File: src/rtl/fe_pkg.sv
package fe_pkg;
  typedef enum logic [1:0] {
    TAG_NONE  = 2'b00,
    TAG_EMPTY = 2'b01,
    TAG_FULL  = 2'b10,
    TAG_NONE2 = 2'b11
  } tag_e;
endpackage

File: src/rtl/fe_rst_sync.sv
module fe_rst_sync (
  input  logic clk,
  input  logic rst_n,
  output logic rst_sync_n
);
  logic [1:0] stage_q;

  always_ff @(posedge clk or negedge rst_n) begin
    if (!rst_n) stage_q <= 2'b00;
    else        stage_q <= {stage_q[0], 1'b1};
  end

  assign rst_sync_n = stage_q[1];
endmodule

File: src/rtl/fe_access_ctrl.sv
module fe_access_ctrl
  import fe_pkg::*;
(
  input  logic       acc_valid,
  input  logic       acc_store,
  input  logic       acc_super,
  input  logic [1:0] cur_tag,
  output logic       acc_ok,
  output logic       acc_exc,
  output logic       data_we,
  output logic       tag_we,
  output logic [1:0] tag_new
);
  always_comb begin
    acc_ok  = 1'b0;
    acc_exc = 1'b0;
    tag_we  = 1'b0;
    tag_new = cur_tag;
    if (acc_valid) begin
      if (!acc_super) begin
        acc_ok = 1'b1;
      end else if (acc_store) begin
        unique case (tag_e'(cur_tag))
          TAG_EMPTY: begin acc_ok = 1'b1; tag_we = 1'b1; tag_new = TAG_FULL; end
          TAG_FULL:  acc_exc = 1'b1;
          default:   acc_ok = 1'b1;
        endcase
      end else begin
        unique case (tag_e'(cur_tag))
          TAG_FULL:  begin acc_ok = 1'b1; tag_we = 1'b1; tag_new = TAG_EMPTY; end
          TAG_EMPTY: acc_exc = 1'b1;
          default:   acc_ok = 1'b1;
        endcase
      end
    end
    data_we = acc_ok & acc_store;
  end
endmodule

File: src/rtl/fe_tag_store.sv
module fe_tag_store #(
  parameter int ADDR_W = 4
) (
  input  logic              clk,
  input  logic              rst_n,
  input  logic [ADDR_W-1:0] rd_addr,
  output logic [1:0]        rd_tag,
  input  logic              upd_we,
  input  logic [ADDR_W-1:0] upd_addr,
  input  logic [1:0]        upd_tag,
  input  logic              meta_we,
  input  logic [ADDR_W-1:0] meta_addr,
  input  logic [1:0]        meta_tag
);
  localparam int DEPTH = 1 << ADDR_W;

  logic [1:0] tag_q [DEPTH];
  logic [1:0] tag_d [DEPTH];
  logic       tag_en [DEPTH];

  assign rd_tag = tag_q[rd_addr];

  // Next-state per entry: metadata port has priority over access update.
  for (genvar i = 0; i < DEPTH; i++) begin : g_ent
    always_comb begin
      tag_en[i] = 1'b0;
      tag_d[i]  = tag_q[i];
      if (meta_we && meta_addr == ADDR_W'(i)) begin
        tag_en[i] = 1'b1;
        tag_d[i]  = meta_tag;
      end else if (upd_we && upd_addr == ADDR_W'(i)) begin
        tag_en[i] = 1'b1;
        tag_d[i]  = upd_tag;
      end
    end

    always_ff @(posedge clk or negedge rst_n) begin
      if (!rst_n)         tag_q[i] <= 2'b00;
      else if (tag_en[i]) tag_q[i] <= tag_d[i];
    end
  end
endmodule

File: src/rtl/fe_data_store.sv
module fe_data_store #(
  parameter int ADDR_W = 4,
  parameter int DATA_W = 32
) (
  input  logic              clk,
  input  logic [ADDR_W-1:0] addr,
  input  logic              we,
  input  logic [DATA_W-1:0] wdata,
  output logic [DATA_W-1:0] rdata
);
  localparam int DEPTH = 1 << ADDR_W;

  logic [DATA_W-1:0] mem_q [DEPTH];

  assign rdata = mem_q[addr];

  always_ff @(posedge clk) begin
    if (we) mem_q[addr] <= wdata;
  end
endmodule

File: src/rtl/fe_tagged_mem.sv
module fe_tagged_mem #(
  parameter int ADDR_W = 4,
  parameter int DATA_W = 32
) (
  input  logic              clk,
  input  logic              rst_n,
  input  logic              req_valid,
  input  logic              req_store,
  input  logic              req_super,
  input  logic [ADDR_W-1:0] req_addr,
  input  logic [DATA_W-1:0] req_wdata,
  input  logic              meta_we,
  input  logic [ADDR_W-1:0] meta_addr,
  input  logic [1:0]        meta_tag,
  output logic [DATA_W-1:0] rsp_rdata,
  output logic              rsp_done,
  output logic              rsp_exc,
  output logic [ADDR_W-1:0] rsp_exc_addr,
  output logic              rsp_exc_store
);
  logic              rst_sync_n;
  logic [1:0]        cur_tag;
  logic              acc_ok, acc_exc, data_we, tag_we;
  logic [1:0]        tag_new;
  logic [DATA_W-1:0] mem_rdata;

  logic [DATA_W-1:0] rdata_d;
  logic              done_d, exc_d, exc_store_d;
  logic [ADDR_W-1:0] exc_addr_d;

  fe_rst_sync u_rst (
    .clk(clk), .rst_n(rst_n), .rst_sync_n(rst_sync_n)
  );

  fe_tag_store #(.ADDR_W(ADDR_W)) u_tags (
    .clk(clk), .rst_n(rst_sync_n),
    .rd_addr(req_addr), .rd_tag(cur_tag),
    .upd_we(tag_we), .upd_addr(req_addr), .upd_tag(tag_new),
    .meta_we(meta_we), .meta_addr(meta_addr), .meta_tag(meta_tag)
  );

  fe_access_ctrl u_ctrl (
    .acc_valid(req_valid), .acc_store(req_store), .acc_super(req_super),
    .cur_tag(cur_tag), .acc_ok(acc_ok), .acc_exc(acc_exc),
    .data_we(data_we), .tag_we(tag_we), .tag_new(tag_new)
  );

  fe_data_store #(.ADDR_W(ADDR_W), .DATA_W(DATA_W)) u_data (
    .clk(clk), .addr(req_addr), .we(data_we),
    .wdata(req_wdata), .rdata(mem_rdata)
  );

  always_comb begin
    done_d      = acc_ok;
    exc_d       = acc_exc;
    rdata_d     = (acc_ok && !req_store) ? mem_rdata : '0;
    exc_addr_d  = acc_exc ? req_addr : '0;
    exc_store_d = acc_exc & req_store;
  end

  always_ff @(posedge clk or negedge rst_sync_n) begin
    if (!rst_sync_n) begin
      rsp_rdata     <= '0;
      rsp_done      <= 1'b0;
      rsp_exc       <= 1'b0;
      rsp_exc_addr  <= '0;
      rsp_exc_store <= 1'b0;
    end else begin
      rsp_rdata     <= rdata_d;
      rsp_done      <= done_d;
      rsp_exc       <= exc_d;
      rsp_exc_addr  <= exc_addr_d;
      rsp_exc_store <= exc_store_d;
    end
  end
endmodule

File: config.mk
export PLATFORM = sky130hd
export DESIGN_NAME = fe_tagged_mem
export DESIGN_NICKNAME = d
export VERILOG_FILES = /design/src/rtl/fe_pkg.sv /design/src/rtl/fe_rst_sync.sv /design/src/rtl/fe_access_ctrl.sv /design/src/rtl/fe_tag_store.sv /design/src/rtl/fe_data_store.sv /design/src/rtl/fe_tagged_mem.sv
export SDC_FILE = /design/constraint.sdc
export NUM_CORES = 1
export LEC_CHECK = 0
export BUFFER_PORTS_ARGS = -buffer_cell sky130_fd_sc_hd__clkbuf_2
export CAP_MARGIN = 20
export CORE_ASPECT_RATIO = 1.75
export CORE_UTILIZATION = 55
export CTS_CLUSTER_SIZE = 28
export DETAILED_ROUTE_END_ITERATION = 6
export PLACE_DENSITY = 0.68
export SLEW_MARGIN = 5
export SYNTH_ARGS = -nofsm -noshare
export SYNTH_HDL_FRONTEND = slang
export SYNTH_SLANG_ARGS = --single-unit
File: constraint.sdc
create_clock -name clk -period 2.7 [get_ports clk]
set_input_delay 0.27 -clock clk [delete_from_list [all_inputs] [get_ports clk]]
set_output_delay 0.27 -clock clk [all_outputs]
set_load 0.02 [all_outputs]
# Word-level counts from Yosys, hierarchy flattened
# Memories as Yosys holds them, arrays and structs flattened.
# Index checks and enable logic that the tools add are counted.
[op_classes]
magnitude_cmp = 1
eq_ne = 32
mux = 89
n_bitwise = 3
n_reduce_logical = 68
[ops]
columns = ["cell", "n"]
rows = [
  ["$mux W2", 39],
  ["$eq A4 B4 Y1 const B", 16],
  ["$mux W1", 47],
  ["$logic_and A1 B1 Y1", 33],
  ["$eq A4 B3 Y1 const B", 8],
  ["$mux W32", 1],
  ["$reduce_and A2 Y1", 16],
  ["$reduce_bool A2 Y1", 16],
  ["$eq A4 B2 Y1 const B", 4],
  ["$bmux W2 S4", 1],
  ["$eq A4 B1 Y1 const B", 2],
  ["$logic_not A4 Y1", 2],
  ["$ge A5 B5 Y1 const B", 1],
  ["$not A4 Y5", 1],
  ["$mux W4", 1],
  ["$and A1 B1 Y1", 2],
  ["$eq A2 B1 Y1 const B", 1],
  ["$eq A2 B2 Y1 const B", 1],
  ["$logic_not A1 Y1", 1],
]
[word_totals]
regBits = 73
mem_bits_rw = 512
inputBits = 48
output_inout_bits = 39
elab_cells = 216
memories = 1
[memory_table]
columns = ["name", "depth", "word_bits", "rd", "rd_clocked_by_memory_dff", "wr", "line_no", "text"]
rows = [
  ["u_data.mem_q", 16, 32, 1, 0, 1, "fe_data_store.sv:13", "logic [DATA_W-1:0] mem_q [DEPTH];"],
]

# Longest topological paths before layout
[logic_depth]
depth_word = 13
mapped_depth = 9
depth_no_buf = 6

# By module
# A second synthesis with hierarchy kept.
[unflattened]
cells_unflattened = 1169
area_unflattened_um2 = 22924.5
[by_module_without_submodules]
columns = ["module", "instances", "cells_each", "area_each_um2", "seq_area_each_um2"]
rows = [
  ["fe_data_store", 1, 808, 19223.4, 15374.7],
  ["fe_tag_store", 1, 251, 2119.5, 800.8],
  ["fe_tagged_mem", 1, 82, 1358.8, 975.9],
  ["fe_access_ctrl", 1, 25, 168.9, 0.0],
  ["fe_rst_sync", 1, 3, 53.8, 50.0],
]

# Least setup slack after synthesis
# No wires, ideal clock.
[synth_path]
path_kind = "input to register"
from = "input req_addr[0]"
to = "memory u_data.mem_q[13][0], enable pin"
t_arrival_ps = 4053
required_ps = 2239
slack_ps = -1814
cell_stages = 9
cell_sequence = "buf_2 > mux4_2 > mux2i_1 > or2_2 > mux2i_1 > and2_1 > clkbuf_2 > buf_2 > nor3_1"
[synth_via]
elab_chain_cells = 12
[synth_rtl]
columns = ["element", "line_no", "text"]
rows = [
  ["start: declaration", "fe_tagged_mem.sv:10", "input logic [ADDR_W-1:0] req_addr,"],
  ["$not A4 Y5 (implied by the code)", "fe_tag_store.sv:21", "assign rd_tag = tag_q[rd_addr];"],
  ["$bmux W2 S4", "fe_tag_store.sv:21", ""],
  ["$mux W2 (implied by the code) (2 in a row)", "fe_tag_store.sv:21", ""],
  ["$eq A2 B1 Y1 / $eq A2 B2 Y1 (equally long branches)", "fe_access_ctrl.sv:29, fe_access_ctrl.sv:23", ""],
  ["$mux W1 (on tied branches)", "fe_access_ctrl.sv:29, fe_access_ctrl.sv:23", ""],
  ["$mux W1", "fe_access_ctrl.sv:22", "end else if (acc_store) begin"],
  ["$mux W1", "fe_access_ctrl.sv:20", "if (!acc_super) begin"],
  ["$mux W1", "fe_access_ctrl.sv:19", "if (acc_valid) begin"],
  ["$and A1 B1 Y1", "fe_access_ctrl.sv:36", "data_we = acc_ok & acc_store;"],
  ["$mux W1", "fe_data_store.sv:18", "if (we) mem_q[addr] <= wdata;"],
  ["$mux W1 (implied by the code)", "fe_data_store.sv:18", ""],
  ["end: declaration", "fe_data_store.sv:13", ""],
]
# Parallel ways exist; a longest one is shown, timed or not. The select of a mux whose other input is x is not followed.

# Worst setup path in the final report
[layout_path]
from = "register u_tags.tag_q[12] (netlist name)"
to = "memory u_data.mem_q[12][8], enable pin"
[layout_via]
elab_chain_cells = 11
[layout_rtl]
columns = ["element", "line_no", "text"]
rows = [
  ["start: declaration", "fe_tag_store.sv:17", "logic [1:0] tag_q [DEPTH];"],
  ["start signal: indexed assignment", "fe_tag_store.sv:39", "else if (tag_en[i]) tag_q[i] <= tag_d[i];"],
  ["$bmux W2 S4 (*)", "fe_tag_store.sv:21", ""],
  ["$mux W2 (implied by the code) (*) (2 in a row)", "fe_tag_store.sv:21", ""],
  ["$eq A2 B1 Y1 / $eq A2 B2 Y1 (equally long branches)", "fe_access_ctrl.sv:29, fe_access_ctrl.sv:23", ""],
  ["$mux W1 (on tied branches)", "fe_access_ctrl.sv:29, fe_access_ctrl.sv:23", ""],
  ["$mux W1 (*)", "fe_access_ctrl.sv:22", ""],
  ["$mux W1 (*)", "fe_access_ctrl.sv:20", ""],
  ["$mux W1 (*)", "fe_access_ctrl.sv:19", ""],
  ["$and A1 B1 Y1 (*)", "fe_access_ctrl.sv:36", ""],
  ["$mux W1 (*)", "fe_data_store.sv:18", ""],
  ["$mux W1 (implied by the code) (*)", "fe_data_store.sv:18", ""],
]
# Every way passes the cells marked *; elsewhere a longest branch is shown, timed or not. The select of a mux whose other input is x is not followed.

==> reports/qor.yml <==
clk_pin_slew_ps: 70
io_pins: 87
ant_nets: 0
fillCellCount: 2666
hold_path.class: "in2reg"
cts.sinks: 585
maxCapViolCount: 0
firstDrtPassIters: 6
synth_edf_count: 512
area_growth_pct: 18.4
r2r_slack_ps: 70
critPathKind: "reg2reg"
wirelength_mm: 51.2
worst_ep_arrival_time_ps: 2990
yosys.area.top_type: "edfxtp_1"
synth_top_area_share_pct: 67.6
ir_drop_mv: 0.654
dp_hpwl_mm: 32.4
synthArstFlopShare_pct: 12.5
root_buffer: "clkbuf_16"
r2r_cells: 10
end_kind: "flip-flop"
post-synth-top-count-cell: "edfxtp_1"
fin_worst_skew_ps: 20.1
dp.cells: 1730
synth-seq-area-share_pct: 75.6
p_leak_nw: 9.08
cts-htree-levels: 2
period_minus_slack_ps: 2630
drive_above_1_share_pct: 36.8
insertion_delay_ps: 590
r2r_start: "u_tags.tag_q[12]"
fin_nets: 1310
synth_fp_nets: 1119
power_density_nw_per_um2: 706
grt_pass1_wl_mm: 75.3
worst_pin_slew_ps: 715
multi_input_area_um2: 5500
wl_per_cell_um: 27.6
max_freq_mhz: 380
synth_cells: 1071
drtIter0Drc: 1194
synth_area_leaders: "edfxtp_1 68%, mux4_2 17%, dfrtp_1 8.0%, nor2b_1 0.91%, nor2_1 0.64%"
avgSynthCellArea_um2: 21.2
vias_per_cell: 6.14
grt_max_degree: 62
drcViolationCount: 0
vias: 11394
worstHoldStart: "req_valid"
min_path_cells: 3
rsz0062_at_grt: "yes"
grt_use_total_pct: 24.9
dieArea_um2: 42200
io_buffers: 86
seqCellArea_um2: 17200
die_x_um: 156
post-route-util_pct: 66.0
tritoncts: "yes"
core-area_um2: 40800
grt_remaining_overflow: 0
hold_violations: 0
crit_path_start_kind: "flip-flop"
die-height_um: 271
ys_seq_elements: 585
clock_path_buffers: 3
yosys-top-cells-count: "512 x edfxtp_1, 168 x mux4_2, 73 x dfrtp_1"
antenna_found_initial: 2
start_util_pct: 55.7
post-route-period-util_pct: 97.6
grt_pass1_vias: 11643
ys.flop_type: "edfxtp_1"
slew_headroom_pct: 52.1
yosys.cell_types.count: 39
drv_slew: 0
path_max_fanout: 15
r2r_end: "u_data.mem_q[12][8]"
fin_cells: 1856
synth_area_um2: 22700
crit_required_ps: 3060
status: "finished clean"
hold_end: "rsp_done"
place_congestion: 0.881
cts_buffers: 51
rows: 98
synth_warnings: 0
setup_violations: 0
## cell families (layout without fill, tap and decap cells)
logic type	Yosys count	after routing	synth area share [%]
flops	585	585	75.6
mux	180	180	17.2
simple gates	172	172	3.81
compound gates	73	73	2.26
buf+inv	60	294	1.11
other cells	1	2	0.0165
## area by class of cell
cell class	count	share of cell area [%]
antenna	1	0.00929
clock buffer	64	5.15
clock inverter	32	1.09
inverter	2	0.0279
multi-input combinational	426	20.4
sequential	585	63.9
tap	550	2.55
timing repair buffer	196	6.88
## worst max-delay path by stage
stage	start	end	slack [ps]	cells after the start
global placement	req_addr[3]	u_data.mem_q[15][27]	3	9
detailed placement	req_addr[3]	u_data.mem_q[15][26]	-20	9
finish	u_tags.tag_q[12]	u_data.mem_q[12][8]	70	10
CTS	u_tags.tag_q[13]	u_tags.tag_q[13]	60	6
floorplan	req_addr[0]	u_data.mem_q[15][0]	-310	9
global route	u_tags.tag_q[12]	u_data.mem_q[4][24]	-20	10
## routing by layer
layer  vias to the layer above  GRT usage, %  part of all wire (%)
li1                       4824             -                     -
met1                      6074          33.2                    38
met2                       416          42.5                    54
met3                        80          3.86                   5.7
met4                         0          7.77                   2.6
met5                         -             0                     0
## registers in the layout, summed over array words and instances (netlist names)
signal	flops
rsp_done	1
rsp_exc	1
rsp_exc_addr	4
rsp_exc_store	1
rsp_rdata	32
u_data.mem_q	512
u_rst.stage_q	2
u_tags.tag_q	32
## where the power goes
group / leakage [nW] / internal (mW) / switching [mW]
Clock: 0.817 / 3.98 / 3.28
Combinational: 2.70 / 0.714 / 0.842
Sequential: 5.57 / 10.1 / 0.125
Total: 9.08 / 14.8 / 4.25
## placed cells by master (no fill, tap or decap), drive strengths merged, types with 2 or more instances in the layout
cell type	synthesis	routed
nor2b	33	33
mux2i	7	7
or2	9	9
mux2	5	5
a31oi	19	19
clkinv	0	23
buf	23	109
and2	5	5
bufinv	0	3
nand3b	2	2
a31o	6	6
nor4	2	2
a311oi	9	9
nor3	29	29
nand2	35	35
nor2	40	40
nand2b	4	4
nand3	4	4
o21ai	6	6
or3	3	3
inv	2	5
o31ai	17	17
mux4	168	168
and2b	2	2
clkbuf	35	148
a21oi	6	6
nand4	2	2
a21o	9	9
dfrtp	73	73
edfxtp	512	512
dlygate4sd3	0	3
clkinvlp	0	3
## what timing repair did
action                                  in CTS  in global routing
hold buffers                                 3                  0
setup buffers                                0                 23
resized for setup                            0                 13
endpoints found under the setup margin       0                136
endpoints found under the hold margin        3                  0
## metrics by stage
step | hold slack [ps] | setup slack, ps | instance area [um^2] | TNS (ps) | total power, mW
floorplan | -25.6 | -313 | 23000 | -115370 | 11.3
global placement | 54.9 | 3.42 | 24900 | 0 | 11.8
detailed placement | 56.8 | -15.1 | 24900 | -194 | 11.9
CTS | 38.7 | 63.9 | 26600 | 0 | 19.1
global route | 66.1 | -21.7 | 26900 | -605 | 19.6
finish | 62.9 | 65.2 | 26900 | 0 | 19.0
## worst max-delay path, cell delays in order (launching register included)
cell     delay [ps]
dfrtp_1         400
mux4_2          490
mux2_4          300
or2_4           240
mux2i_2         170
and2_4          190
buf_12          150
buf_12          120
nor3_4           40
buf_4           150
buf_12          140
(Power assumes the default switching activity.)
